`src/rtl/pwmt_pkg.sv`:
```
package pwmt_pkg;

    localparam int CNT_W  = 8;
    localparam int PSC_W  = 2;
    localparam int DUTY_W = CNT_W - 1;
    localparam int DATA_W = 8;
    localparam int ADDR_W = 1;
    localparam int EN_BIT = DATA_W - 1;

    localparam logic [ADDR_W-1:0] ADDR_CTRL = ADDR_W'(0);
    localparam logic [ADDR_W-1:0] ADDR_DUTY = ADDR_W'(1);

    typedef struct packed {
        logic             en;
        logic [PSC_W-1:0] psc;
    } ctrl_t;

    // Counter value at which the selected bit first becomes set (full scale).
    function automatic logic [CNT_W-1:0] full_scale(input logic [PSC_W-1:0] p);
        logic [CNT_W-1:0] one;
        one = CNT_W'(1);
        return one << (CNT_W - 1 - int'(p));
    endfunction

    // Usable low counter bits for a prescaler.
    function automatic logic [CNT_W-1:0] low_mask(input logic [PSC_W-1:0] p);
        return full_scale(p) - CNT_W'(1);
    endfunction

endpackage

```
`src/rtl/pwmt_regs.sv`:
```
module pwmt_regs
    import pwmt_pkg::*;
(
    input  logic              clk,
    input  logic              rst,
    input  logic              wr_en,
    input  logic [ADDR_W-1:0] addr,
    input  logic [DATA_W-1:0] wdata,
    output ctrl_t             ctrl_q,
    output logic [DUTY_W-1:0] duty_q,
    output logic [DATA_W-1:0] rdata
);

    always_ff @(posedge clk) begin
        if (rst) begin
            ctrl_q <= '0;
            duty_q <= '0;
        end else if (wr_en) begin
            if (addr == ADDR_CTRL) begin
                ctrl_q.en  <= wdata[EN_BIT];
                ctrl_q.psc <= wdata[PSC_W-1:0];
            end else begin
                duty_q <= wdata[DUTY_W-1:0];
            end
        end
    end

    always_comb begin
        rdata = '0;
        if (addr == ADDR_CTRL) begin
            rdata[EN_BIT]      = ctrl_q.en;
            rdata[PSC_W-1:0]   = ctrl_q.psc;
        end else begin
            rdata[DUTY_W-1:0]  = duty_q;
        end
    end

endmodule

```
`src/rtl/pwmt_counter.sv`:
```
module pwmt_counter
    import pwmt_pkg::*;
(
    input  logic             clk,
    input  logic             rst,
    input  logic             tick,
    input  ctrl_t            ctrl,
    output logic [CNT_W-1:0] cnt_q
);

    logic [CNT_W-1:0] cnt_inc;
    logic             hit;

    always_comb begin
        cnt_inc = cnt_q + CNT_W'(1);
        hit     = |(cnt_inc & full_scale(ctrl.psc));
    end

    always_ff @(posedge clk) begin
        if (rst || !ctrl.en) begin
            cnt_q <= '0;
        end else if (tick) begin
            cnt_q <= hit ? '0 : cnt_inc;
        end
    end

endmodule

```
`src/rtl/pwmt_compare.sv`:
```
module pwmt_compare
    import pwmt_pkg::*;
(
    input  logic              clk,
    input  logic              rst,
    input  ctrl_t             ctrl,
    input  logic [DUTY_W-1:0] duty,
    input  logic [CNT_W-1:0]  cnt,
    output logic              pwm_q
);

    logic [CNT_W-1:0] low_bits;
    logic             want_high;

    always_comb begin
        low_bits  = cnt & low_mask(ctrl.psc);
        want_high = ctrl.en && ({1'b0, duty} > low_bits);
    end

    always_ff @(posedge clk) begin
        if (rst) pwm_q <= 1'b0;
        else     pwm_q <= want_high;
    end

endmodule

```
`src/rtl/pwmt_top.sv`:
```
module pwmt_top
    import pwmt_pkg::*;
(
    input  logic              clk,
    input  logic              rst,
    input  logic              tick,
    input  logic              wr_en,
    input  logic [ADDR_W-1:0] addr,
    input  logic [DATA_W-1:0] wdata,
    output logic [DATA_W-1:0] rdata,
    output logic              pwm_out
);

    ctrl_t             ctrl_q;
    logic [DUTY_W-1:0] duty_q;
    logic [CNT_W-1:0]  cnt_q;

    pwmt_regs u_regs (
        .clk    (clk),
        .rst    (rst),
        .wr_en  (wr_en),
        .addr   (addr),
        .wdata  (wdata),
        .ctrl_q (ctrl_q),
        .duty_q (duty_q),
        .rdata  (rdata)
    );

    pwmt_counter u_cnt (
        .clk   (clk),
        .rst   (rst),
        .tick  (tick),
        .ctrl  (ctrl_q),
        .cnt_q (cnt_q)
    );

    pwmt_compare u_cmp (
        .clk   (clk),
        .rst   (rst),
        .ctrl  (ctrl_q),
        .duty  (duty_q),
        .cnt   (cnt_q),
        .pwm_q (pwm_out)
    );

endmodule

```
`config.mk`:
```
export PLATFORM = sky130hd
export DESIGN_NAME = pwmt_top
export DESIGN_NICKNAME = d
export VERILOG_FILES = /design/src/rtl/pwmt_pkg.sv /design/src/rtl/pwmt_regs.sv /design/src/rtl/pwmt_counter.sv /design/src/rtl/pwmt_compare.sv /design/src/rtl/pwmt_top.sv
export SDC_FILE = /design/constraint.sdc
export NUM_CORES = 1
export LEC_CHECK = 0
export BUFFER_PORTS_ARGS = -buffer_cell sky130_fd_sc_hd__buf_2
export CORE_ASPECT_RATIO = 0.75
export CORE_MARGIN = 2
export CORE_UTILIZATION = 58
export DETAILED_ROUTE_END_ITERATION = 6
export PLACE_DENSITY = 0.83
export SLEW_MARGIN = 15
export SYNTH_ARGS = -nofsm -noshare
export SYNTH_HDL_FRONTEND = slang
export SYNTH_SLANG_ARGS = --single-unit
```
`constraint.sdc`:
```
create_clock -name clk -period 5.4 [get_ports clk]
set_clock_uncertainty 0.05 [all_clocks]
set_input_delay 0.54 -clock clk [delete_from_list [all_inputs] [get_ports clk]]
set_output_delay 0.54 -clock clk [all_outputs]
set_load 0.01 [all_outputs]
```
Yosys cells after proc, flatten, opt, wreduce, memory -nomap -nowiden
Index checks and enable logic that the tools add are counted.
Widths: inputs -> output; s select.
- bits in registers: 19
- latch bits: 0
- RAM bits: 0
- ROM bits: 0
- bits of input ports: 13
- output and inout bits: 9
- word-level logic and storage cells: 23
- memories: 0
- add/sub/neg operators: 3
- $mul: 0
- div/mod/pow operators: 0
- $lt $le $gt $ge: 1
- equality and inequality tests: 0
- shift-type cells: 1
- multiplexer cells: 4
- bitwise logic cells: 3
- reductions and logical operators: 6
- operators with widths (cell ; number):
    $shl 1x32->8 const A ; 1
    $and 8x8->8 ; 2
    $add 8x1->8 const B ; 1
    $gt 7x8->1 ; 1
    $mux 8 ; 1
    $reduce_or 8->1 ; 1
    $sub 8x1->8 const B ; 1
    $mux 5 ; 1
    $reduce_and 2->1 ; 2
    $sub 3x2->4 const A ; 1
    $mux 2 ; 1
    $logic_and 1x1->1 ; 1
    $logic_not 1->1 ; 1
    $logic_or 1x1->1 ; 1
    $mux 1 ; 1
    $not 1->1 ; 1

Depth between registers and ports, before layout
- depth in word-level cells: 6
- depth in mapped cells: 8

Hierarchy
Synthesis repeated with hierarchy kept, for this count alone.
- cell total of the unflattened synthesis: 144
- area total of the unflattened synthesis: 1296.2 um^2
- modules (own cells, without submodules) (module ; times used ; cells an instance ; area each (um^2) ; seq. area each (um^2)):
    pwmt_counter ; 1 ; 64 ; 541.8 ; 160.2
    pwmt_regs ; 1 ; 52 ; 540.5 ; 200.2
    pwmt_compare ; 1 ; 28 ; 214.0 ; 20.0

Worst setup path before layout
No wires, ideal clock.
- path type: input-to-output
- start: in addr
- end: out rdata[2]
- data arrival time: 1.222 ns
- data required time: 4.810 ns
- path slack: 3.588 ns
- stages: 3
- buffers on the path: 2
- cell sequence: clkbuf_1 > clkbuf_1 > and2_1
- word-level cells in the longest chain between the ends: 1
- RTL lines (what ; line ; text):
    start, declared ; pwmt_top.sv:8 ; input logic [ADDR_W-1:0] addr,
    $mux 5 ; pwmt_regs.sv:30 ; if (addr == ADDR_CTRL) begin
    end, declared ; pwmt_top.sv:10 ; output logic [DATA_W-1:0] rdata,
Every way passes these cells.

Final worst setup path
- start: reg u_cnt.cnt_q[0]
- end: reg u_cnt.cnt_q[6]
- word-level cells in the longest chain between the ends: 4
- RTL lines (what ; line ; text):
    start, declared ; pwmt_counter.sv:8 ; output logic [CNT_W-1:0] cnt_q
    start signal, assigned ; pwmt_counter.sv:23 ; cnt_q <= hit ? '0 : cnt_inc;
    $add 8x1->8 * ; pwmt_counter.sv:15 ; cnt_inc = cnt_q + CNT_W'(1);
    $and 8x8->8 ; pwmt_counter.sv:16 ; hit = |(cnt_inc & full_scale(ctrl.psc));
    $reduce_or 8->1 ; pwmt_counter.sv:16 ;
    $mux 8 * ; pwmt_counter.sv:23 ;
Mark *: on every way between the ends. The rest lies on a longest branch, timed or not.
A chain may end at the register's enable or synchronous reset.

==> flow_metrics.tcl <==
set metrics [dict create \
    critPathSlowestCell "dfxtp_1" \
    first_pass_iters 4 \
    synth_edf_count 0 \
    drive_gt1_share_pct 23.46 \
    synth.area.top_cells "dfxtp_1, ha_1, a21oi_1" \
    ant_nets 0 \
    start_kind "flip-flop" \
    wl_per_cell_um 13.48 \
    finalWorstSetupSlack_ns 3.292 \
    fin_nets 184 \
    netlist.area_leader.share_pct 32.72 \
    cts_buffers 3 \
    hold_viol 0 \
    slowest_delay_ns 0.45 \
    holdWs_ns 0.4174 \
    rsz0062_at_grt "false" \
    synthesis.area_um2 1162 \
    io_buffers 21 \
    grt_first_pass_wirelength_um 4264 \
    reg2reg_from "u_cnt.cnt_q[0]" \
    p_per_area_nw_per_um2 197.3 \
    crit_path_max_fanout 6 \
    hpwl_um 1936 \
    slew_headroom_pct 70.28 \
    total_power_mw 0.2565 \
    fmax_mhz 474.3 \
    clock_sinks 19 \
    peakVddDrop_uv 168.4 \
    finalMaxSlewViolations 0 \
    dpl_cell_area_um2 1272 \
    required_ns 5.58 \
    hold_class "primary input to flip-flop" \
    postCtsResizedCells 0 \
    grt_pass1_vias 973 \
    yosys_most_used_dff "dfxtp_1" \
    grt-ovfl-total 0 \
    antennaDiodeCount 0 \
    root_buffer "clkbuf_4" \
    critPathBufInv 0 \
    p_leak_nw 0.4974 \
    post-route-min-period_ns 2.108 \
    wl_um 2481 \
    drt_drc_violations_left 0 \
    synth_fp_nets 163 \
    postCtsSetupBuffers 0 \
    fillers 147 \
    syn_area_per_cell_um2 8.186 \
    design_area_um2 1300 \
    ys_seq_elements 19 \
    post_drt_via_cell_ratio 5.777 \
    setup_tns_ns 0 \
    antenna_found_initial 0 \
    path_cells "ha_1, nand3_1, xor2_1, o211ai_1, nor4_4, nand2_2, o22ai_1" \
    clk_pin_slew_ns 0.11 \
    grt_start_max_net_pins 18 \
    yosys.area.top_type "dfxtp_1" \
    crit_start "u_cnt.cnt_q[0]" \
    setup_violations 0 \
    area_delta_synth_final_pct 11.84 \
    pre_cts_slack_ns 3.326 \
    hp-start "wdata[4]" \
    insertion_delay_ns 0.30 \
    ys_seq_area_share_pct 32.72 \
    core.rowCount 13 \
    num_io_pins 22 \
    die_area_um2 2382 \
    worst_pin_slew_ns 0.4421 \
    dieHeight_um 42.77 \
    ys_types 38 \
    track_usage_pct 22.69 \
    post-route-period-util_pct 39.04 \
    path_delay_family "simple AND/OR/NAND/NOR gates" \
    endpoint_kind "flip-flop" \
    cts.path.max_buffers 2 \
    arrival_ns 2.29 \
    place_congestion 0.8756 \
    synth_warnings 0 \
    ctsHtreeMaxLevel 1 \
    status "completed" \
    synth_cells 142 \
    cts_tree "built" \
    max-cap-violations 0 \
    drtIter0Drc 52 \
    die_w_um 55.69 \
    path_class "flip-flop to flip-flop" \
    core_area_um2 1805 \
    vias 1063 \
    start_util_pct 64.38 \
    postCtsHoldBufs 0 \
    synth-async-reset-ratio_pct 0 \
]
-- layout by cell type, fill, tap and decap left out, drive strengths merged, types with 3 or more instances in the layout --
cell type	instances
and2	5
mux2i	4
nand3	14
o21ai	3
a21oi	16
clkbuf	3
buf	21
nand2	19
inv	9
nor2b	3
nor2	9
o22ai	5
dfxtp	19
ha	8
-- area by class of cell --
cell class / count / area (µm²) / share of cell area, %
timing repair buffer: 21 / 105.1 / 8.085
clock buffer: 3 / 22.52 / 1.732
sequential: 19 / 380.4 / 29.26
clock inverter: 1 / 5.005 / 0.3850
inverter: 9 / 33.78 / 2.599
tap: 22 / 27.53 / 2.117
multi-input combinational: 109 / 725.7 / 55.82
-- metal layers --
layer | wire length [µm] | up-vias | track usage [%]
met5 | 0 | - | 0
met4 | 13 | 0 | 4.878
met3 | 208 | 2 | 6.402
met2 | 1081 | 44 | 35.48
met1 | 1177 | 479 | 31.27
li1 | - | 538 | -
-- per-stage QoR --
stage                     cells  util (%)
after floorplan             142         -
after global placement      180     70.48
after detailed placement    180     70.48
after CTS                   184     72.00
after global routing        184     72.00
final                       184     72.00
-- registers in the layout (all words and copies together), names as in the netlist --
signal and count:
u_regs.ctrl_q 3, u_cmp.pwm_q 1, u_cnt.cnt_q 8, u_regs.duty_q 7
-- where the power goes --
part / total, mW / leakage, nW / switching (mW) / internal (mW)
Clock: 0.0738 / 0.0177 / 0.0461 / 0.0277
Sequential: 0.148 / 0.154 / 0.00415 / 0.144
Combinational: 0.0348 / 0.325 / 0.0180 / 0.0168
Total: 0.257 / 0.497 / 0.0682 / 0.188
-- logic make-up after synthesis --
logic type | share of synthesized area, %
simple gates | 33.05
compound gates | 14.64
flops | 32.72
buf+inv | 4.844
fa+ha+maj | 8.612
mux | 5.382
xor+xnor | 0.7536
-- synthesized netlist by cell type (2+ instances only) --
library cell,n
dfxtp_1,19
nor2b_1,3
clkbuf_1,4
nand2_1,18
a21oi_1,15
ha_1,8
nor2_1,9
nand4_1,2
o22ai_1,5
and2_1,5
mux2_2,2
o21ai_1,2
nand2b_1,2
mux2i_1,4
nand3_1,13
inv_1,9
-- worst paths after layout --
check / cells after the start / end / slack [ns]
min reg2reg: 2 / u_regs.duty_q[2] / 0.43
max: 7 / u_cnt.cnt_q[6] / 3.29
max reg2reg: 7 / u_cnt.cnt_q[6] / 3.29
min: 3 / u_regs.duty_q[4] / 0.42
-- worst min-delay path, delay by kind of cell --
kind / cells / cell delay, ns
buffers and inverters: 1 / 0.09
AO/OA/AOI/OAI: 1 / 0.05
AND/OR/NAND/NOR: 1 / 0.05
(Power assumes the default switching activity.)
